[src/rtl/cachesel_pkg.sv]
package cachesel_pkg;
    localparam int DATA_W  = 64;
    localparam int CLASS_W = 6;

    localparam logic [1:0] ENC_OP0 = 2'b11;
    localparam logic [2:0] ENC_OP1 = 3'b010;
    localparam logic [3:0] ENC_CRN = 4'b0000;
    localparam logic [3:0] ENC_CRM = 4'b0000;
    localparam logic [2:0] ENC_OP2 = 3'b000;

    localparam logic [CLASS_W-1:0] TRAP_CLASS = 6'h18;

    typedef enum logic [1:0] {
        OUT_DONE  = 2'b00,
        OUT_UNDEF = 2'b01,
        OUT_TRAP  = 2'b10
    } outcome_e;

    typedef enum logic {
        S_IDLE   = 1'b0,
        S_ANSWER = 1'b1
    } rsp_state_e;

    typedef struct packed {
        logic       tag;
        logic [2:0] lvl;
        logic       ind;
    } sel_fields_t;
endpackage

[src/rtl/csel_decode.sv]
module csel_decode
    import cachesel_pkg::*;
(
    input  logic       req_valid,
    input  logic [1:0] op0,
    input  logic [2:0] op1,
    input  logic [3:0] crn,
    input  logic [3:0] crm,
    input  logic [2:0] op2,
    output logic       hit
);
    always_comb begin
        hit = req_valid && (op0 == ENC_OP0) && (op1 == ENC_OP1) &&
              (crn == ENC_CRN) && (crm == ENC_CRM) && (op2 == ENC_OP2);
    end
endmodule

[src/rtl/csel_gate.sv]
module csel_gate
    import cachesel_pkg::*;
(
    input  logic     is_write,
    input  logic [1:0] el,
    input  logic     el2_enabled,
    input  logic     trap_idgrp2,
    input  logic     trap_idgrp4,
    input  logic     has_ext_idtrap,
    input  logic     has_fine_trap,
    input  logic     has_el3,
    input  logic     el3_fine_en,
    input  logic     fine_rd_trap,
    input  logic     fine_wr_trap,
    output outcome_e outcome
);
    logic fine_active;
    logic fine_bit;

    always_comb begin
        fine_bit    = is_write ? fine_wr_trap : fine_rd_trap;
        fine_active = has_fine_trap && (!has_el3 || el3_fine_en) && fine_bit;
    end

    always_comb begin
        outcome = OUT_DONE;
        unique case (el)
            2'd0: outcome = OUT_UNDEF;
            2'd1: begin
                if (!el2_enabled)                        outcome = OUT_DONE;
                else if (trap_idgrp2)                    outcome = OUT_TRAP;
                else if (has_ext_idtrap && trap_idgrp4)  outcome = OUT_TRAP;
                else if (fine_active)                    outcome = OUT_TRAP;
                else                                     outcome = OUT_DONE;
            end
            2'd2:    outcome = OUT_DONE;
            2'd3:    outcome = OUT_DONE;
            default: outcome = OUT_UNDEF;
        endcase
    end
endmodule

[src/rtl/csel_store.sv]
module csel_store
    import cachesel_pkg::*;
#(
    parameter int NUM_LEVELS = 3
) (
    input  logic              clk,
    input  logic              rst_n,
    input  logic              wr_en,
    input  logic [DATA_W-1:0] wdata,
    input  logic              has_tag_cache,
    output logic [DATA_W-1:0] rd_view
);
    localparam logic [3:0] LVL_LIMIT = 4'(NUM_LEVELS);
    localparam int         PAD_W     = DATA_W - 5;

    sel_fields_t cur_q;
    sel_fields_t nxt;
    logic        lvl_absent;

    always_comb begin
        nxt     = cur_q;
        nxt.ind = wdata[0];
        if (wdata[3:1] != 3'b111) nxt.lvl = wdata[3:1];
        nxt.tag = has_tag_cache && !wdata[0] && wdata[4];
    end

    always_ff @(posedge clk or negedge rst_n) begin
        if (!rst_n)     cur_q <= '0;
        else if (wr_en) cur_q <= nxt;
    end

    always_comb begin
        lvl_absent = ({1'b0, cur_q.lvl} >= LVL_LIMIT);
        rd_view    = {{PAD_W{1'b0}},
                      cur_q.tag && has_tag_cache,
                      lvl_absent ? 3'b000 : cur_q.lvl,
                      cur_q.ind && !lvl_absent};
    end

    AST_LEVEL_NOT_RESERVED: assert property (@(posedge clk) disable iff (!rst_n)
        cur_q.lvl != 3'b111);
    AST_TAG_EXCLUDES_INSTR: assert property (@(posedge clk) disable iff (!rst_n)
        cur_q.ind |-> !cur_q.tag);
    AST_HOLD_WITHOUT_WRITE: assert property (@(posedge clk) disable iff (!rst_n)
        !wr_en |=> $stable(cur_q));
endmodule

[src/rtl/sysreg_cachesel.sv]
module sysreg_cachesel
    import cachesel_pkg::*;
#(
    parameter int NUM_LEVELS = 3
) (
    input  logic        clk,
    input  logic        rst_n,
    input  logic        req_valid,
    input  logic        req_write,
    input  logic [1:0]  req_op0,
    input  logic [2:0]  req_op1,
    input  logic [3:0]  req_crn,
    input  logic [3:0]  req_crm,
    input  logic [2:0]  req_op2,
    input  logic [63:0] req_wdata,
    input  logic [1:0]  cur_el,
    input  logic        el2_enabled,
    input  logic        trap_idgrp2,
    input  logic        trap_idgrp4,
    input  logic        has_ext_idtrap,
    input  logic        has_fine_trap,
    input  logic        has_el3,
    input  logic        el3_fine_en,
    input  logic        fine_rd_trap,
    input  logic        fine_wr_trap,
    input  logic        has_tag_cache,
    output logic        rsp_valid,
    output logic [1:0]  rsp_code,
    output logic [5:0]  rsp_class,
    output logic [63:0] rsp_rdata
);
    logic              hit;
    outcome_e          outcome;
    logic              store_we;
    logic [DATA_W-1:0] view;
    rsp_state_e        state_q, state_d;

    csel_decode u_decode (
        .req_valid (req_valid),
        .op0       (req_op0),
        .op1       (req_op1),
        .crn       (req_crn),
        .crm       (req_crm),
        .op2       (req_op2),
        .hit       (hit)
    );

    csel_gate u_gate (
        .is_write       (req_write),
        .el             (cur_el),
        .el2_enabled    (el2_enabled),
        .trap_idgrp2    (trap_idgrp2),
        .trap_idgrp4    (trap_idgrp4),
        .has_ext_idtrap (has_ext_idtrap),
        .has_fine_trap  (has_fine_trap),
        .has_el3        (has_el3),
        .el3_fine_en    (el3_fine_en),
        .fine_rd_trap   (fine_rd_trap),
        .fine_wr_trap   (fine_wr_trap),
        .outcome        (outcome)
    );

    assign store_we = hit && req_write && (outcome == OUT_DONE);

    csel_store #(.NUM_LEVELS(NUM_LEVELS)) u_store (
        .clk           (clk),
        .rst_n         (rst_n),
        .wr_en         (store_we),
        .wdata         (req_wdata),
        .has_tag_cache (has_tag_cache),
        .rd_view       (view)
    );

    always_comb begin
        state_d = S_IDLE;
        unique case (state_q)
            S_IDLE:   state_d = hit ? S_ANSWER : S_IDLE;
            S_ANSWER: state_d = hit ? S_ANSWER : S_IDLE;
            default:  state_d = S_IDLE;
        endcase
    end

    always_ff @(posedge clk or negedge rst_n) begin
        if (!rst_n) state_q <= S_IDLE;
        else        state_q <= state_d;
    end

    always_ff @(posedge clk or negedge rst_n) begin
        if (!rst_n) begin
            rsp_code  <= OUT_DONE;
            rsp_class <= '0;
            rsp_rdata <= '0;
        end else if (hit) begin
            rsp_code  <= outcome;
            rsp_class <= (outcome == OUT_TRAP) ? TRAP_CLASS : '0;
            rsp_rdata <= (!req_write && outcome == OUT_DONE) ? view : '0;
        end
    end

    assign rsp_valid = (state_q == S_ANSWER);

    AST_MATCH_ANSWERS: assert property (@(posedge clk) disable iff (!rst_n)
        (req_valid && req_op0 == 2'b11 && req_op1 == 3'b010 && req_crn == 4'd0 &&
         req_crm == 4'd0 && req_op2 == 3'd0) |=> rsp_valid);
    AST_NO_MATCH_SILENT: assert property (@(posedge clk) disable iff (!rst_n)
        !(req_valid && req_op0 == 2'b11 && req_op1 == 3'b010 && req_crn == 4'd0 &&
          req_crm == 4'd0 && req_op2 == 3'd0) |=> !rsp_valid);
    AST_EL0_UNDEFINED: assert property (@(posedge clk) disable iff (!rst_n)
        (hit && cur_el == 2'd0) |=> rsp_code == 2'd1);
    AST_HIGH_EL_DONE: assert property (@(posedge clk) disable iff (!rst_n)
        (hit && cur_el[1]) |=> rsp_code == 2'd0);
    AST_EL1_NO_HYP_DONE: assert property (@(posedge clk) disable iff (!rst_n)
        (hit && cur_el == 2'd1 && !el2_enabled) |=> rsp_code == 2'd0);
    AST_GRP2_FIRST: assert property (@(posedge clk) disable iff (!rst_n)
        (hit && cur_el == 2'd1 && el2_enabled && trap_idgrp2) |=>
        (rsp_code == 2'd2 && rsp_class == 6'h18));
    AST_UPPER_ZERO: assert property (@(posedge clk) disable iff (!rst_n)
        rsp_valid |-> rsp_rdata[63:5] == '0);
endmodule

[config.mk]
export PLATFORM = sky130hd
export DESIGN_NAME = sysreg_cachesel
export DESIGN_NICKNAME = d
export VERILOG_FILES = /design/src/rtl/cachesel_pkg.sv /design/src/rtl/csel_decode.sv /design/src/rtl/csel_gate.sv /design/src/rtl/csel_store.sv /design/src/rtl/sysreg_cachesel.sv
export SDC_FILE = /design/constraint.sdc
export NUM_CORES = 1
export LEC_CHECK = 0
export BUFFER_PORTS_ARGS = -buffer_cell sky130_fd_sc_hd__clkbuf_2
export CORE_AREA = 2 2 65 67
export DETAILED_ROUTE_END_ITERATION = 16
export DIE_AREA = 0 0 67 69
export PLACE_DENSITY = 0.84
export SYNTH_ARGS = -nofsm -noshare
export SYNTH_HDL_FRONTEND = slang
export SYNTH_SLANG_ARGS = --single-unit
[constraint.sdc]
create_clock -name clk -period 3.3 [get_ports clk]
set_input_delay 0.33 -clock clk [delete_from_list [all_inputs] [get_ports clk]]
set_output_delay 0.33 -clock clk [all_outputs]
set_load 0.05 [all_outputs]
== After elaboration in Yosys (flattened, before gate mapping) ==
Index checks and enable logic that the tools add are counted.
Word-level totals
  register bits: 78
  bits of input ports: 96
  output and inout bits: 73
  word-level logic and storage cells: 52
Cells by class
  $lt $le $gt $ge: 1
  equal/unequal tests: 7
  muxes and demuxes: 10
  reductions and logical operators: 27
Operator list (count)
  1-bit logical AND: 15
  5-bit two-way mux: 2
  2-bit equality test (second input constant): 4
  4-bit logical NOT: 2
  2-bit two-way mux: 4
  2-bit one-hot mux with 3 select lines: 1
  1-bit logical NOT: 4
  2-bit logical NOT: 2
  3-bit by 2-bit equality test with 1-bit output (second input constant): 1
  3-bit by 2-bit >= comparator with 1-bit output (second input constant): 1
  3-bit logical NOT: 1
  3-bit two-way mux: 1
  3-bit inequality test (second input constant): 1
  2-bit by 1-bit equality test with 1-bit output (second input constant): 1
  1-bit two-way mux: 2
  2-bit AND reduction: 1
  2-bit OR reduction: 1
  1-bit logical OR: 1

== Depth between registers and ports, before layout ==
Gate-level depths: netlist of run 1.
  depth in word-level cells: 12
  gate-level depth with buffers: 6
  mapped depth without buffers: 5

== Modules after synthesis ==
Synthesis of run 1 repeated with hierarchy kept, for this count alone.
Second synthesis, totals
  cell total of the unflattened synthesis: 395
  area, all modules: 4015.1 um2
By module, submodules not included
  sysreg_cachesel: instances 1, cells each 296, area an instance 3199.3 um2, seq. area each 1701.6 um2
  csel_store: instances 1, cells each 86, area an instance 709.4 um2, seq. area each 125.1 um2
  csel_decode: instances 1, cells each 6, area an instance 60.1 um2, seq. area each 0.0 um2
  csel_gate: instances 1, cells each 7, area an instance 46.3 um2, seq. area each 0.0 um2

== Least setup slack after synthesis of run 1 ==
No wires, ideal clock.
  kind: input port to flip-flop
  start: input port req_crn[2]
  end: register u_store.cur_q[0] in the netlist's numbering
  setup time: 125 ps
  arrival time: 1405 ps
  required time: 3175 ps
  path slack: 1770 ps
  cell stages on the path: 5
  path buffers: 0
  path through: nor4_1 > and3_1 > nand3_1 > nor2_4 > mux2_4
Between the ends
  longest elaborated chain between the ends: 6
Ends and longest elaborated chain
  from (decl): RTL line sysreg_cachesel.sv:12  | input logic [3:0] req_crn,
  4-bit logical NOT: RTL line csel_decode.sv:14  | (crn == ENC_CRN) && (crm == ENC_CRM) && (op2 == ENC_OP2);
  1-bit logical AND: RTL line csel_decode.sv:13  | hit = req_valid && (op0 == ENC_OP0) && (op1 == ENC_OP1) &&
  1-bit logical AND (2 in series): RTL line csel_decode.sv:14
  1-bit logical AND (2 in series): RTL line sysreg_cachesel.sv:63  | assign store_we = hit && req_write && (outcome == OUT_DONE);
  to (signal assigned): RTL line csel_store.sv:29  | else if (wr_en) cur_q <= nxt;
  to (decl): RTL line csel_store.sv:16  | sel_fields_t cur_q;
Every way passes these cells.
A chain may end at the register's enable or synchronous reset.

== Final worst setup path of run 1 ==
  start: input port req_write
  end: register u_store.cur_q[4] in the netlist's numbering
Between the ends
  longest elaborated chain between the ends: 9
Ends and longest elaborated chain
  from (decl): RTL line sysreg_cachesel.sv:9  | input logic req_write,
  1-bit two-way mux: RTL line csel_gate.sv:21  | fine_bit = is_write ? fine_wr_trap : fine_rd_trap;
  1-bit logical AND: RTL line csel_gate.sv:22  | fine_active = has_fine_trap && (!has_el3 || el3_fine_en) && fine_bit;
  2-bit two-way mux: RTL line csel_gate.sv:33  | else if (fine_active) outcome = OUT_TRAP;
  2-bit two-way mux: RTL line csel_gate.sv:32  | else if (has_ext_idtrap && trap_idgrp4) outcome = OUT_TRAP;
  2-bit two-way mux: RTL line csel_gate.sv:31  | else if (trap_idgrp2) outcome = OUT_TRAP;
  2-bit two-way mux: RTL line csel_gate.sv:30  | if (!el2_enabled) outcome = OUT_DONE;
  2-bit one-hot mux with 3 select lines: RTL line csel_gate.sv:27  | unique case (el)
  2-bit logical NOT: RTL line sysreg_cachesel.sv:63
  1-bit logical AND (*): RTL line sysreg_cachesel.sv:63
Every way passes the cells marked *; elsewhere a longest branch is shown, timed or not.

==> results.json, run 1 <==
{
  "timing.hold.worst.class": "primary input to register",
  "floorplan.rows": 23,
  "highest_attainable_clock_frequency_mhz": 631,
  "cts_tree": "done",
  "pwr_density_cell_nw_per_um2": 390,
  "area.growth.synth_to_final_pct": 7.58,
  "grt_setup_unrepaired": "false",
  "antenna_cells": 0,
  "synth_top_area_share_pct": 41.6,
  "status": "completed",
  "dp_worst_setup_slack_ns": 1.45,
  "leakage_power_of_the_design_nw": 0.750,
  "first_pass_grt_wire_length_mm": 3.20,
  "grt.total_usage_pct": 8.72,
  "design.portCount": 169,
  "cts-root-buf": "sky130_fd_sc_hd__clkbuf_8",
  "routed_len_inst_microns": 8.80,
  "die_y_microns": 69,
  "gp_congestion": 0.724,
  "coreArea_sq_um": 3910,
  "total_grt_overflow": 0,
  "first_global_vias": 734,
  "final_nets": 270,
  "cts.path.max_buffers": 2,
  "min_to": "u_store.cur_q[3]",
  "design_area_sq_um": 1260,
  "critPathKind": "primary input to register",
  "numCtsBuffers": 3,
  "clkTransAtPathRegs_ns": 0.05,
  "synth-seq-cells": 13,
  "yosysUniqueCellTypes": 29,
  "cts.sinks": 13,
  "dpl_cell_area_sq_um": 1210,
  "initial_utilization_pct": 30.0,
  "drt_wl_total_mm": 1.96,
  "port_buffers": 46,
  "worst-r2r-cell-count": 3,
  "finalSetupViolCount": 0,
  "skew_ns": 0.00403,
  "hold_path_depth": 3,
  "setup_tns_ns": 0,
  "clk_latency_ns": 0.24,
  "finalPower_mw": 0.492,
  "synth.top_cells.by_area": "sky130_fd_sc_hd__buf_4, sky130_fd_sc_hd__dfrtp_1, sky130_fd_sc_hd__nor4_1",
  "syn_inst": 126,
  "ys_seq_area_share_pct": 27.7,
  "detailedPlacementHpwl_mm": 1.75,
  "hold_path_startpoint": "req_wdata[3]",
  "drt-vias-per-instance": 3.69,
  "slew_violations": 0,
  "hold_violations": 0,
  "residual_drc_count": 0,
  "dp_cells": 218,
  "required_ns": 3.42,
  "drt_pass_1_iters": 4,
  "r2r_end": "rsp_rdata[1]",
  "max_cap_violations": 0,
  "final_min_period_over_clock_period_pct": 48.0,
  "final_util_pct": 32.2,
  "yosys_warnings": 0,
  "die_area_sq_um": 4620,
  "start_kind": "primary input",
  "critical_path.max_fanout": 7,
  "syn_area_sq_um": 1170,
  "die_x_microns": 67,
  "synth.avg_cell_area_sq_um": 9.30,
  "drt_iter0_drc": 39,
  "layout-drive-gt1-share_pct": 33.5,
  "pin_count_of_the_biggest_net_entering_global_routing": 14,
  "worst_r2r_startpoint": "u_store.cur_q[2]",
  "finalNonFillerCells": 223,
  "vdd_ir_drop_max_mv": 0.140,
  "drt.antenna.violating_nets": 0,
  "endpoint_kind": "register",
  "critPathArrivalTime_ns": 1.70,
  "post-route-worst-setup-slack_ns": 1.72,
  "netlist.top_cell.by_area": "sky130_fd_sc_hd__buf_4",
  "final.hold.worst_slack_ns": 0.326,
  "num_vias": 823,
  "htree_levels": 1,
  "timing.final.crit_period_ns": 1.58,
  "antenna_found_initial": 0,
  "worst-r2r-setup-slack_ns": 2.05,
  "post_cts_resize_count": 0
}
## placed cells by master (no fill, tap or decap)
master	Yosys	layout
sky130_fd_sc_hd__a311oi_2	1	1
sky130_fd_sc_hd__nor2_4	1	1
sky130_fd_sc_hd__dfrtp_1	13	13
sky130_fd_sc_hd__clkbuf_1	1	1
sky130_fd_sc_hd__nand2b_1	2	2
sky130_fd_sc_hd__and4_1	1	1
sky130_fd_sc_hd__o2111ai_2	1	1
sky130_fd_sc_hd__and3_1	2	2
sky130_fd_sc_hd__nor4bb_1	1	1
sky130_fd_sc_hd__a21o_1	3	3
sky130_fd_sc_hd__nand2_1	7	7
sky130_fd_sc_hd__mux2_2	1	1
sky130_fd_sc_hd__clkbuf_8	0	3
sky130_fd_sc_hd__and3b_1	1	1
sky130_fd_sc_hd__o31ai_1	1	1
sky130_fd_sc_hd__nor2b_1	1	1
sky130_fd_sc_hd__dlygate4sd3_1	0	1
sky130_fd_sc_hd__inv_1	3	3
sky130_fd_sc_hd__mux2_4	2	2
sky130_fd_sc_hd__nor3_1	1	1
sky130_fd_sc_hd__a311oi_4	1	1
sky130_fd_sc_hd__nand4b_1	1	1
sky130_fd_sc_hd__clkbuf_2	0	46
sky130_fd_sc_hd__nand3_1	1	1
sky130_fd_sc_hd__a2bb2oi_1	3	3
sky130_fd_sc_hd__a21oi_1	1	1
sky130_fd_sc_hd__and2_1	1	1
sky130_fd_sc_hd__or3b_2	2	2
sky130_fd_sc_hd__nor4_1	6	6
sky130_fd_sc_hd__conb_1	1	63
sky130_fd_sc_hd__o21ai_0	1	1
## layer usage
metal | wire, microns | part of all wire, % | vias up | global-route usage, %
li1 | - | - | 390 | -
met1 | 663 | 34 | 363 | 10.0
met2 | 962 | 49 | 70 | 14.2
met3 | 337 | 17 | 0 | 5.38
met4 | 0 | 0 | 0 | 0.680
met5 | 0 | 0 | - | 0
## area by class of cell
| cell class | count | area [sq um] |
|---|---|---|
| multi-input cells | 106 | 577 |
| clock buffers | 4 | 45.0 |
| well taps | 50 | 62.6 |
| flip-flops and latches | 13 | 325 |
| inverters | 3 | 11.3 |
| repair buffers | 47 | 240 |
| fillers | 447 | 2650 |
## report_power, final
| group | internal (mW) | leakage, nW | switching (mW) |
|---|---|---|---|
| clock | 0.0849 | 0.0228 | 0.0509 |
| combinational | 0.0215 | 0.546 | 0.175 |
| sequential | 0.160 | 0.182 | 0.0000115 |
## sequential cells by signal (all words and copies together) (netlist names)
name,flops
rsp_rdata,5
u_store.cur_q,5
rsp_code,2
rsp_valid,1
## cells by family (layout without fill, tap and decap cells)
family	after synthesis	in the layout	synth area share, %
AOI/OAI and AO/OA	12	12	10.5
buffers and inverters	69	54	42.9
DFF	13	13	27.7
muxes	3	3	3.52
other	1	63	0.320
and+or+nand+nor	28	28	15.0
## worst max-delay path, cell delays in order
cell                        delay [ns]
sky130_fd_sc_hd__clkbuf_2         0.15
sky130_fd_sc_hd__nand2b_1         0.11
sky130_fd_sc_hd__o2111ai_2        0.17
sky130_fd_sc_hd__a311oi_4         0.51
sky130_fd_sc_hd__nor2_4           0.11
sky130_fd_sc_hd__mux2_4           0.31
## cells in the mapped netlist
library cell                number
sky130_fd_sc_hd__dfrtp_1        13
sky130_fd_sc_hd__mux2_4          2
sky130_fd_sc_hd__a21oi_1         1
sky130_fd_sc_hd__a311oi_4        1
sky130_fd_sc_hd__nor2_4          1
sky130_fd_sc_hd__nand4b_1        1
sky130_fd_sc_hd__nor4_1          6
sky130_fd_sc_hd__o31ai_1         1
sky130_fd_sc_hd__and2_1          1
sky130_fd_sc_hd__nor4bb_1        1
sky130_fd_sc_hd__nor3_1          1
sky130_fd_sc_hd__nand3_1         1
sky130_fd_sc_hd__clkbuf_1        1
sky130_fd_sc_hd__a2bb2oi_1       3
sky130_fd_sc_hd__nand2_1         7
sky130_fd_sc_hd__o21ai_0         1
sky130_fd_sc_hd__nand2b_1        2
sky130_fd_sc_hd__a21o_1          3
sky130_fd_sc_hd__and3b_1         1
sky130_fd_sc_hd__inv_1           3
sky130_fd_sc_hd__o2111ai_2       1
sky130_fd_sc_hd__or3b_2          2
sky130_fd_sc_hd__nor2b_1         1
sky130_fd_sc_hd__a311oi_2        1
sky130_fd_sc_hd__and3_1          2
sky130_fd_sc_hd__mux2_2          1
sky130_fd_sc_hd__buf_4          65
sky130_fd_sc_hd__and4_1          1
sky130_fd_sc_hd__conb_1          1
## worst max path at each step
stage / start / endpoint / slack, ns / cells after the start
finish: req_write / u_store.cur_q[4] / 1.72 / 6
global route: req_write / u_store.cur_q[0] / 1.62 / 6
CTS: req_write / u_store.cur_q[4] / 1.70 / 6
detailed placement: req_write / u_store.cur_q[4] / 1.45 / 6
global placement: req_write / u_store.cur_q[0] / 1.49 / 6
floorplan: req_crn[2] / u_store.cur_q[0] / 1.77 / 5
## repair_timing
item	CTS	global route
hold endpoints to repair	13	0
hold buffers	1	0
setup buffers	0	0
No activity file was read; power rests on OpenSTA's default activity.
==> run 2: changes to the inputs <==
- CORE_AREA: 2 2 65 67 -> default
- CORE_MARGIN: default -> 2
- CORE_UTILIZATION: default -> 27
- DIE_AREA: 0 0 67 69 -> default
- PLACE_DENSITY: 0.84 -> 0.8
- clock period: 3.3 -> 1.4 ns (I/O delays scaled with it)
==> run 2 against run 1 <==
Compared with the run above:
- first-iteration DRC count decreased by 72%
- clock power increased by 140%
- wire length increased by 6.4%
- non-clock buffer count increased by 5
- die area increased by 5.7%
- clock skew decreased by 0.00096 ns
- total power increased by 140%
- clock-buffer cell count unchanged
- critical path type is now register to register
- critical endpoint is now rsp_rdata[1]
- largest cell class unchanged
==> results.json, run 2 (same netlist as run 1, synthesis figures left out) <==
{
  "antenna_found_initial": 0,
  "cts.path.max_buffers": 2,
  "hold_violations": 0,
  "mostFrequentLayoutCells": "sky130_fd_sc_hd__conb_1, sky130_fd_sc_hd__clkbuf_2, sky130_fd_sc_hd__dfrtp_1, sky130_fd_sc_hd__nand2_1, sky130_fd_sc_hd__buf_4",
  "largestRegisters": "rsp_rdata: 5 flops, u_store.cur_q: 5 flops, rsp_code: 2 flops",
  "cp.depth": 3,
  "postCtsSetupRepairBufs": 0,
  "global_route.peak_usage_layer": "met2",
  "final_nets": 275,
  "critPathKind": "register to register",
  "timing.final.crit_period_ns": 1.29,
  "cp_num_buf_inv": 0,
  "layout_commonest_cell": "sky130_fd_sc_hd__conb_1",
  "drt_pass_1_iters": 4,
  "required_ns": 1.58,
  "final_min_period_over_clock_period_pct": 91.9,
  "num_vias": 841,
  "die_y_microns": 69.9,
  "worst_path_slowest_cell": "sky130_fd_sc_hd__or3b_2",
  "critical_path.max_fanout": 4,
  "clkTransAtPathRegs_ns": 0.05,
  "seq_cell_area_sq_um": 325,
  "cts-root-buf": "sky130_fd_sc_hd__clkbuf_8",
  "fill_cells": 430,
  "design.portCount": 169,
  "pin_count_of_the_biggest_net_entering_global_routing": 14,
  "initial_utilization_pct": 28.7,
  "endpoint_kind": "register",
  "met3_usage_pct": 4.04,
  "critPathArrivalTime_ns": 1.46,
  "path_cells": "or3b_2 -> nor4_1 -> a21o_1",
  "clk_latency_ns": 0.24,
  "drt-vias-per-instance": 3.69,
  "die_area_sq_um": 4890,
  "detailedPlacementHpwl_mm": 1.82,
  "die_x_microns": 69.9,
  "drt.antenna.violating_nets": 0,
  "max_cap_violations": 0,
  "drt_wl_total_mm": 2.09,
  "finalSetupViolCount": 0,
  "antenna_cells": 0,
  "worst_path_largest_cell_delay_ns": 0.47,
  "first_global_vias": 787,
  "grt_setup_unrepaired": "true",
  "leakage_power_of_the_design_nw": 0.777,
  "timing.hold.worst.class": "primary input to register",
  "routed_len_inst_microns": 9.16,
  "skew_ns": 0.00307,
  "final_util_pct": 32.5,
  "slew_violations": 0,
  "total_grt_overflow": 0,
  "first_pass_grt_wire_length_mm": 3.39,
  "area.growth.synth_to_final_pct": 13.4,
  "grt.total_usage_pct": 8.57,
  "multi_input_gate_area_sq_um": 608,
  "highest_attainable_clock_frequency_mhz": 777,
  "pwr_density_cell_nw_per_um2": 885,
  "cts.sinks": 13,
  "layout-drive-gt1-share_pct": 37.6,
  "coreArea_sq_um": 4090,
  "hold_path_depth": 3,
  "use_met1_pct": 9.90,
  "globalRouteMet2Util_pct": 13.7,
  "port_buffers": 46,
  "status": "completed",
  "gp_congestion": 0.780,
  "start_kind": "register",
  "worst-r2r-cell-count": 3,
  "floorplan.rows": 23,
  "critical_path.top_delay_family": "simple AND/OR/NAND/NOR gates",
  "htree_levels": 1,
  "final.hold.worst_slack_ns": 0.138,
  "drt_iter0_drc": 11,
  "residual_drc_count": 0,
  "numCtsBuffers": 3,
  "cts_tree": "done",
  "vdd_ir_drop_max_mv": 0.221
}
## run 2: timing repair
action	4_1_cts	5_1_grt
endpoints found under the setup margin	0	5
hold buffers	1	0
endpoints found under the hold margin	13	0
gates resized for setup	0	5
## run 2: final timing paths
kind | from | end | slack [ns]
max | u_store.cur_q[2] | rsp_rdata[1] | 0.11
min reg2reg | rsp_rdata[4] | rsp_rdata[4] | 0.48
min | req_wdata[2] | u_store.cur_q[2] | 0.14
max reg2reg | u_store.cur_q[2] | rsp_rdata[1] | 0.11
max in group asynchronous | rst_n | rsp_rdata[1] | 0.83
min in group asynchronous | rst_n | rsp_rdata[0] | 0.33
## run 2: area by class of cell
type	instances	area share, %
Clock buffer	4	3.39
Multi-Input combinational cell	106	45.7
Sequential cell	13	24.5
Inverter	3	0.847
Tap cell	50	4.70
Timing Repair Buffer	52	20.9
## run 2: worst reg2reg max path: cells and delay by family (launching register included)
family | cells | cell delay, ns
simple gates | 2 | 0.71
flops | 1 | 0.40
compound gates | 1 | 0.12
## run 2: per-stage QoR
| step | instance area [sq um] | power (mW) | TNS (ns) | setup WS, ns | cells |
|---|---|---|---|---|---|
| after floorplan | 1410 | 0.913 | 0 | 0.0602 | 188 |
| after global placement | 1240 | 0.845 | -0.573 | -0.136 | 223 |
| after detailed placement | 1240 | 0.848 | -0.806 | -0.154 | 223 |
| after CTS | 1300 | 1.18 | 0 | 0.0976 | 228 |
| after global routing | 1330 | 1.23 | -0.0000935 | -0.0000935 | 228 |
| final | 1330 | 1.18 | 0 | 0.113 | 228 |
## run 2: power breakdown
part | internal [mW] | switching [mW] | leakage (nW)
Combinational | 0.0589 | 0.420 | 0.573
Sequential | 0.376 | 0.0000277 | 0.182
Clock | 0.200 | 0.121 | 0.0228
Total | 0.635 | 0.541 | 0.777
## run 2: metal layers
layer  share of wire (%)  wire length, microns
met1                  37                   765
met2                  47                   976
met3                  16                   329
met4                0.81                    17
met5                   0                     0
